==> config.mk <==
export PLATFORM = sky130hd
export DESIGN_NAME = msi_capture_ctrl
export DESIGN_NICKNAME = d
export VERILOG_FILES = /design/src/rtl/msi_cap_pkg.sv /design/src/rtl/msi_msg_decode.sv /design/src/rtl/msi_vec_group.sv /design/src/rtl/msi_reg_if.sv /design/src/rtl/msi_capture_ctrl.sv
export SDC_FILE = /design/constraint.sdc
export NUM_CORES = 2
export LEC_CHECK = 0
export BUFFER_PORTS_ARGS = -buffer_cell sky130_fd_sc_hd__buf_2
export CELL_PAD_IN_SITES_DETAIL_PLACEMENT = 1
export CELL_PAD_IN_SITES_GLOBAL_PLACEMENT = 2
export CORE_MARGIN = 4
export CORE_UTILIZATION = 41
export CTS_CLUSTER_SIZE = 16
export DETAILED_ROUTE_END_ITERATION = 7
export PLACE_DENSITY_LB_ADDON = 0.1
export SYNTH_ARGS = -nofsm -noshare
export SYNTH_HDL_FRONTEND = slang
export SYNTH_SLANG_ARGS = --single-unit
export TNS_END_PERCENT = 30
==> constraint.sdc <==
create_clock -name clk -period 2.4 [get_ports clk]
set_input_delay 0.6 -clock clk [delete_from_list [all_inputs] [get_ports clk]]
set_output_delay 0.6 -clock clk [all_outputs]
set_load 0.02 [all_outputs]
==> src/rtl/msi_cap_pkg.sv <==
package msi_cap_pkg;
  localparam int unsigned REG_AW      = 12;
  localparam int unsigned WORD_W      = 32;
  localparam int unsigned VEC_PER_GRP = 32;
  localparam int unsigned GRP_STRIDE  = 12;

  localparam logic [REG_AW-1:0] OFF_CAP_LO = 12'h820;
  localparam logic [REG_AW-1:0] OFF_CAP_HI = 12'h824;
  localparam logic [REG_AW-1:0] OFF_GRP0   = 12'h828;

  typedef enum logic [1:0] {
    FLD_EN   = 2'd0,
    FLD_MASK = 2'd1,
    FLD_STAT = 2'd2
  } grp_field_e;

  // Word index (byte offset >> 2) of one field of one group.
  function automatic logic [REG_AW-3:0] grp_word(int g, grp_field_e f);
    logic [REG_AW-1:0] off;
    off = OFF_GRP0 + REG_AW'(g * GRP_STRIDE) + REG_AW'(int'(f) * 4);
    return off[REG_AW-1:2];
  endfunction
endpackage

==> src/rtl/msi_msg_decode.sv <==
module msi_msg_decode
  import msi_cap_pkg::*;
#(
  parameter int unsigned NGRP = 8,
  localparam int unsigned GW  = $clog2(NGRP),
  localparam int unsigned VW  = GW + $clog2(VEC_PER_GRP)
) (
  input  logic          msg_valid,
  input  logic [63:0]   msg_addr,
  input  logic [31:0]   msg_data,
  input  logic [63:0]   cap_addr,
  output logic          hit,
  output logic [GW-1:0] vec_grp,
  output logic [4:0]    vec_bit
);
  logic unused_data;
  assign unused_data = ^msg_data[31:VW];

  always_comb begin
    hit     = msg_valid && (msg_addr == cap_addr);
    vec_bit = msg_data[4:0];
    vec_grp = msg_data[VW-1:5];
  end
endmodule

==> src/rtl/msi_vec_group.sv <==
module msi_vec_group
  import msi_cap_pkg::*;
(
  input  logic              clk,
  input  logic              rst_n,
  input  logic              wr_en,
  input  logic              wr_mask,
  input  logic              wr_stat,
  input  logic [WORD_W-1:0] wdata,
  input  logic              set_req,
  input  logic [4:0]        set_bit,
  output logic [WORD_W-1:0] en_q,
  output logic [WORD_W-1:0] mask_q,
  output logic [WORD_W-1:0] stat_q,
  output logic              pend
);
  logic [WORD_W-1:0] set_vec, clr_vec, stat_d;
  logic              stat_ce;

  always_comb begin
    set_vec = set_req ? ((WORD_W'(1) << set_bit) & en_q) : '0;
    clr_vec = wr_stat ? wdata : '0;
    // new capture wins over a simultaneous clear of the same bit
    stat_d  = (stat_q & ~clr_vec) | set_vec;
    stat_ce = wr_stat | set_req;
    pend    = |(stat_q & ~mask_q);
  end

  always_ff @(posedge clk or negedge rst_n) begin
    if (!rst_n) begin
      en_q   <= '0;
      mask_q <= '0;
      stat_q <= '0;
    end else begin
      if (wr_en)   en_q   <= wdata;
      if (wr_mask) mask_q <= wdata;
      if (stat_ce) stat_q <= stat_d;
    end
  end
endmodule

==> src/rtl/msi_reg_if.sv <==
module msi_reg_if
  import msi_cap_pkg::*;
#(
  parameter int unsigned NGRP = 8
) (
  input  logic                        clk,
  input  logic                        rst_n,
  input  logic                        reg_req,
  input  logic                        reg_we,
  input  logic [REG_AW-1:0]           reg_addr,
  input  logic [WORD_W-1:0]           reg_wdata,
  input  logic [NGRP-1:0][WORD_W-1:0] en_g,
  input  logic [NGRP-1:0][WORD_W-1:0] mask_g,
  input  logic [NGRP-1:0][WORD_W-1:0] stat_g,
  output logic [63:0]                 cap_addr,
  output logic [NGRP-1:0]             wr_en,
  output logic [NGRP-1:0]             wr_mask,
  output logic [NGRP-1:0]             wr_stat,
  output logic [WORD_W-1:0]           reg_rdata
);
  logic [REG_AW-3:0] word;
  logic              do_wr, do_rd, wr_lo, wr_hi;
  logic [WORD_W-1:0] cap_lo_q, cap_hi_q, rd_d, rd_q;
  logic unused_addr;

  assign unused_addr = ^reg_addr[1:0];

  always_comb begin
    word    = reg_addr[REG_AW-1:2];
    do_wr   = reg_req && reg_we;
    do_rd   = reg_req && !reg_we;
    wr_lo   = do_wr && (word == OFF_CAP_LO[REG_AW-1:2]);
    wr_hi   = do_wr && (word == OFF_CAP_HI[REG_AW-1:2]);
    wr_en   = '0;
    wr_mask = '0;
    wr_stat = '0;
    rd_d    = '0;
    if (word == OFF_CAP_LO[REG_AW-1:2]) rd_d = cap_lo_q;
    if (word == OFF_CAP_HI[REG_AW-1:2]) rd_d = cap_hi_q;
    for (int g = 0; g < NGRP; g++) begin
      if (word == grp_word(g, FLD_EN)) begin
        wr_en[g] = do_wr;
        rd_d     = en_g[g];
      end
      if (word == grp_word(g, FLD_MASK)) begin
        wr_mask[g] = do_wr;
        rd_d       = mask_g[g];
      end
      if (word == grp_word(g, FLD_STAT)) begin
        wr_stat[g] = do_wr;
        rd_d       = stat_g[g];
      end
    end
  end

  always_ff @(posedge clk or negedge rst_n) begin
    if (!rst_n) begin
      cap_lo_q <= '0;
      cap_hi_q <= '0;
      rd_q     <= '0;
    end else begin
      if (wr_lo) cap_lo_q <= reg_wdata;
      if (wr_hi) cap_hi_q <= reg_wdata;
      if (do_rd) rd_q     <= rd_d;
    end
  end

  assign cap_addr  = {cap_hi_q, cap_lo_q};
  assign reg_rdata = rd_q;
endmodule

==> src/rtl/msi_capture_ctrl.sv <==
module msi_capture_ctrl
  import msi_cap_pkg::*;
#(
  parameter int unsigned NGRP = 8,
  localparam int unsigned GW  = $clog2(NGRP),
  localparam int unsigned NVEC = NGRP * VEC_PER_GRP
) (
  input  logic        clk,
  input  logic        rst_n,
  input  logic        reg_req,
  input  logic        reg_we,
  input  logic [11:0] reg_addr,
  input  logic [31:0] reg_wdata,
  output logic [31:0] reg_rdata,
  input  logic        msg_valid,
  input  logic [63:0] msg_addr,
  input  logic [31:0] msg_data,
  output logic        irq_out
);
  logic [NGRP-1:0][WORD_W-1:0] en_g, mask_g, stat_g;
  logic [NGRP-1:0]             wr_en, wr_mask, wr_stat, pend;
  logic [63:0]                 cap_addr;
  logic                        hit;
  logic [GW-1:0]               vec_grp;
  logic [4:0]                  vec_bit;
  logic [NVEC-1:0]             en_all, mask_all, stat_all;

  msi_reg_if #(.NGRP(NGRP)) regs_i (
    .clk(clk), .rst_n(rst_n),
    .reg_req(reg_req), .reg_we(reg_we), .reg_addr(reg_addr), .reg_wdata(reg_wdata),
    .en_g(en_g), .mask_g(mask_g), .stat_g(stat_g),
    .cap_addr(cap_addr), .wr_en(wr_en), .wr_mask(wr_mask), .wr_stat(wr_stat),
    .reg_rdata(reg_rdata)
  );

  msi_msg_decode #(.NGRP(NGRP)) dec_i (
    .msg_valid(msg_valid), .msg_addr(msg_addr), .msg_data(msg_data),
    .cap_addr(cap_addr), .hit(hit), .vec_grp(vec_grp), .vec_bit(vec_bit)
  );

  for (genvar g = 0; g < NGRP; g++) begin : gen_grp
    msi_vec_group grp_i (
      .clk(clk), .rst_n(rst_n),
      .wr_en(wr_en[g]), .wr_mask(wr_mask[g]), .wr_stat(wr_stat[g]),
      .wdata(reg_wdata),
      .set_req(hit && (vec_grp == GW'(g))), .set_bit(vec_bit),
      .en_q(en_g[g]), .mask_q(mask_g[g]), .stat_q(stat_g[g]), .pend(pend[g])
    );
  end

  assign en_all   = en_g;
  assign mask_all = mask_g;
  assign stat_all = stat_g;
  assign irq_out  = |pend;
endmodule

==> impl_metrics.tcl <==
set metrics [dict create \
    cts_buffers 102 \
    crit_path_start_kind "register" \
    slew_headroom_pct 34.93 \
    cts_buffer_depth 3 \
    drcViolationCount 0 \
    endpoint_kind "output pin" \
    worst_clock_skew_ns 0.01809 \
    finalHoldViolCount 0 \
    ios 178 \
    hp-class "in -> async" \
    drive_above_1_share_pct 41.77 \
    synthArstFlopShare_pct 100.0 \
    avgSynthCellArea_sq_um 9.801 \
    worstPathCellList "o22ai_1, a221oi_1, buf_4, nand3_1, nor4_2, buf_4, nand4_1, buf_6, buf_6" \
    core_sq_um 103900 \
    min_period_ns 3.517 \
    power.density_nw_per_um2 552.3 \
    grt_pass1_wl_mm 354.3 \
    violations "negative setup slack" \
    synth_ff_type "dfrtp_1" \
    max-vdd-ir-drop_v 0.0005622 \
    crit_arrival_ns 2.92 \
    critical-path-max-stage-delay_ns 0.59 \
    nets 5592 \
    vias_per_cell 6.391 \
    root_buffer "clkbuf_16" \
    dp.cells 6697 \
    cts_max_level 3 \
    status "finished, violations left" \
    drv_cap 0 \
    start_util_pct 41.41 \
    dp_hpwl_mm 189.8 \
    rsz0062_at_grt "true" \
    die_x_um 332.0 \
    portBuffers 151 \
    place_congestion 1.001 \
    fillers 11364 \
    fin_ws_ns -1.117 \
    die_height_um 332.0 \
    leakage_nw 27.70 \
    synth_area_sq_um 43050 \
    synth_cell_types 80 \
    clkTransAtPathRegs_ns 0.06 \
    cts_sinks 864 \
    synth_edf_count 0 \
    tightestPinTransition_ns 0.9760 \
    synth_seq_cells 864 \
    crit_type "reg -> out" \
    slew_violations 0 \
    wl_per_cell_um 37.21 \
    grt_util_all_layers_pct 45.30 \
    setup_viol 272 \
    synthCells 4392 \
    grt_overflow 0 \
    area_growth_syn_to_layout_pct 38.65 \
    rows 118 \
    drt_iter0_drc 5120 \
    die_area_sq_um 110200 \
    crit_fanout 2 \
    holdWs_ns 0.3903 \
    clock.fmax_ghz 0.2844 \
    antenna_found_initial 14 \
    vias 44152 \
    finalCritPeriodShare_pct 146.5 \
    drtAntennaViolNets 0 \
    crit_family "buffers and inverters" \
    syn_nets 4537 \
    cts_tree "yes" \
    instances_no_fill 6908 \
    dr.pass1.iters 8 \
    yosysWarnings 0 \
    grt_max_degree 95 \
    yosysSeqAreaShare_pct 50.23 \
    wl_mm 257.1 \
    grt_pass1_vias 44674 \
    cp_slowest_cell "dfrtp_1" \
    clk_latency_ns 0.71 \
    worst_ep_required_time_ns 1.80 \
    worst-path-buf-inv 4 \
]
sequential cells by signal, summed over array words and instances, names as in the netlist:
| register | cells |
|---|---|
| gen_grp.grp_i.stat_q | 256 |
| gen_grp.grp_i.en_q | 256 |
| regs_i.cap_lo_q | 32 |
| regs_i.reg_rdata | 32 |
| regs_i.cap_hi_q | 32 |
| gen_grp.grp_i.mask_q | 256 |
power by group:
group	internal, W	switching, W	total, W
logic	0.000696	0.00153	0.00223
clock network	0.00912	0.00677	0.0159
registers	0.0147	0.000150	0.0148
cell usage after synthesis, drive strengths merged (19+ instances only):
cell       n  share of area, %
a21oi     99               1.2
o211ai    19              0.33
o22ai    213               3.1
buf       78              0.87
nor2     160               1.4
dfrtp    864                50
a22oi     60               1.0
o221ai    27              0.55
o2111ai   33              0.67
mux2i     50               1.2
clkbuf   225               2.0
o21ai    382               4.5
inv      274               2.4
mux2     545                14
nor4      29              0.49
a221oi    86               1.7
xnor2     32              0.65
nor3      46              0.55
a221o     23              0.53
nand4     25              0.36
nand3     52              0.60
nand2    858               7.5
metal layers:
| metal | global-route usage, % | share of wire, % | vias up |
|---|---|---|---|
| li1 | - | - | 17718 |
| met1 | 61.21 | 40 | 23012 |
| met2 | 65.03 | 42 | 2649 |
| met3 | 11.62 | 11 | 755 |
| met4 | 28.09 | 7.7 | 18 |
| met5 | 0 | 0.044 | - |
layout by cell type (no fill, tap or decap), types with 24 or more instances in the layout:
master     count
mux2_2       545
nand2_1      839
inv_1        259
buf_6         24
mux2i_1       49
buf_2        148
a22oi_1       60
xnor2_1       28
nor2_1       137
dfrtp_1      856
buf_12       142
nand3_1       42
o221ai_1      24
nor3_1        39
o2111ai_1     33
nand4_1       25
buf_4        923
o21ai_1      109
a221oi_1      69
o21ai_2      175
clkbuf_16    107
o21ai_0       92
a21oi_1       93
o22ai_1      202
logic make-up after synthesis:
group | after synthesis | synth area share (%)
xor+xnor | 44 | 0.8952
compound gates | 1047 | 15.68
flops | 864 | 50.23
buf+inv | 578 | 5.232
mux | 597 | 15.52
simple gates | 1262 | 12.44
repair_timing:
item | 4_1_cts | 5_1_grt
endpoints found under the setup margin | 374 | 323
hold endpoints to repair | 14 | 0
pin swaps | 130 | 62
gates cloned | 12 | 3
gates resized for setup | 470 | 134
hold buffers | 1 | 0
buffers inserted | 11 | 5
final timing paths:
kind | start | to | slack (ns) | depth (start not counted)
worst max-delay path | gen_grp[2].grp_i.mask_q[7] | irq_out | -1.12 | 9
worst min-delay path | rst_n | gen_grp[6].grp_i.mask_q[16] | 0.39 | 2
worst max register to register | regs_i.cap_lo_q[19] | gen_grp[3].grp_i.stat_q[29] | -0.56 | 12
worst min register to register | gen_grp[6].grp_i.stat_q[18] | gen_grp[6].grp_i.stat_q[18] | 0.48 | 2
max in group asynchronous | rst_n | regs_i.cap_lo_q[13] | 0.97 | 4
min in group clk | reg_wdata[23] | gen_grp[1].grp_i.mask_q[23] | 0.43 | 3
metrics by stage:
step	power [W]	setup TNS (ns)	worst slack (ns)	instance area, sq um	util, %
finish	0.03296	-110.92	-1.117	59680	57.42
global route	0.03369	-139.31	-1.177	59670	57.41
CTS	0.03290	-111.00	-1.071	59100	56.86
detailed placement	0.01723	-506.99	-1.133	54480	52.42
global placement	0.01720	-477.34	-1.097	54480	52.42
floorplan	0.01566	-26.70	-0.2145	43200	-
cell type report:
class | instances | area [sq um] | share of cell area [%]
Multi-Input combinational cell | 2950 | 20760 | 34.79
Sequential cell | 864 | 21630 | 36.24
Tap cell | 1380 | 1727 | 2.893
Timing Repair Buffer | 1254 | 11200 | 18.77
Clock buffer | 147 | 2985 | 5.002
Inverter | 275 | 1039 | 1.740
Antenna cell | 7 | 17.52 | 0.02935
Clock inverter | 31 | 316.6 | 0.5304
Note: power is estimated with default switching activity, not from simulation.
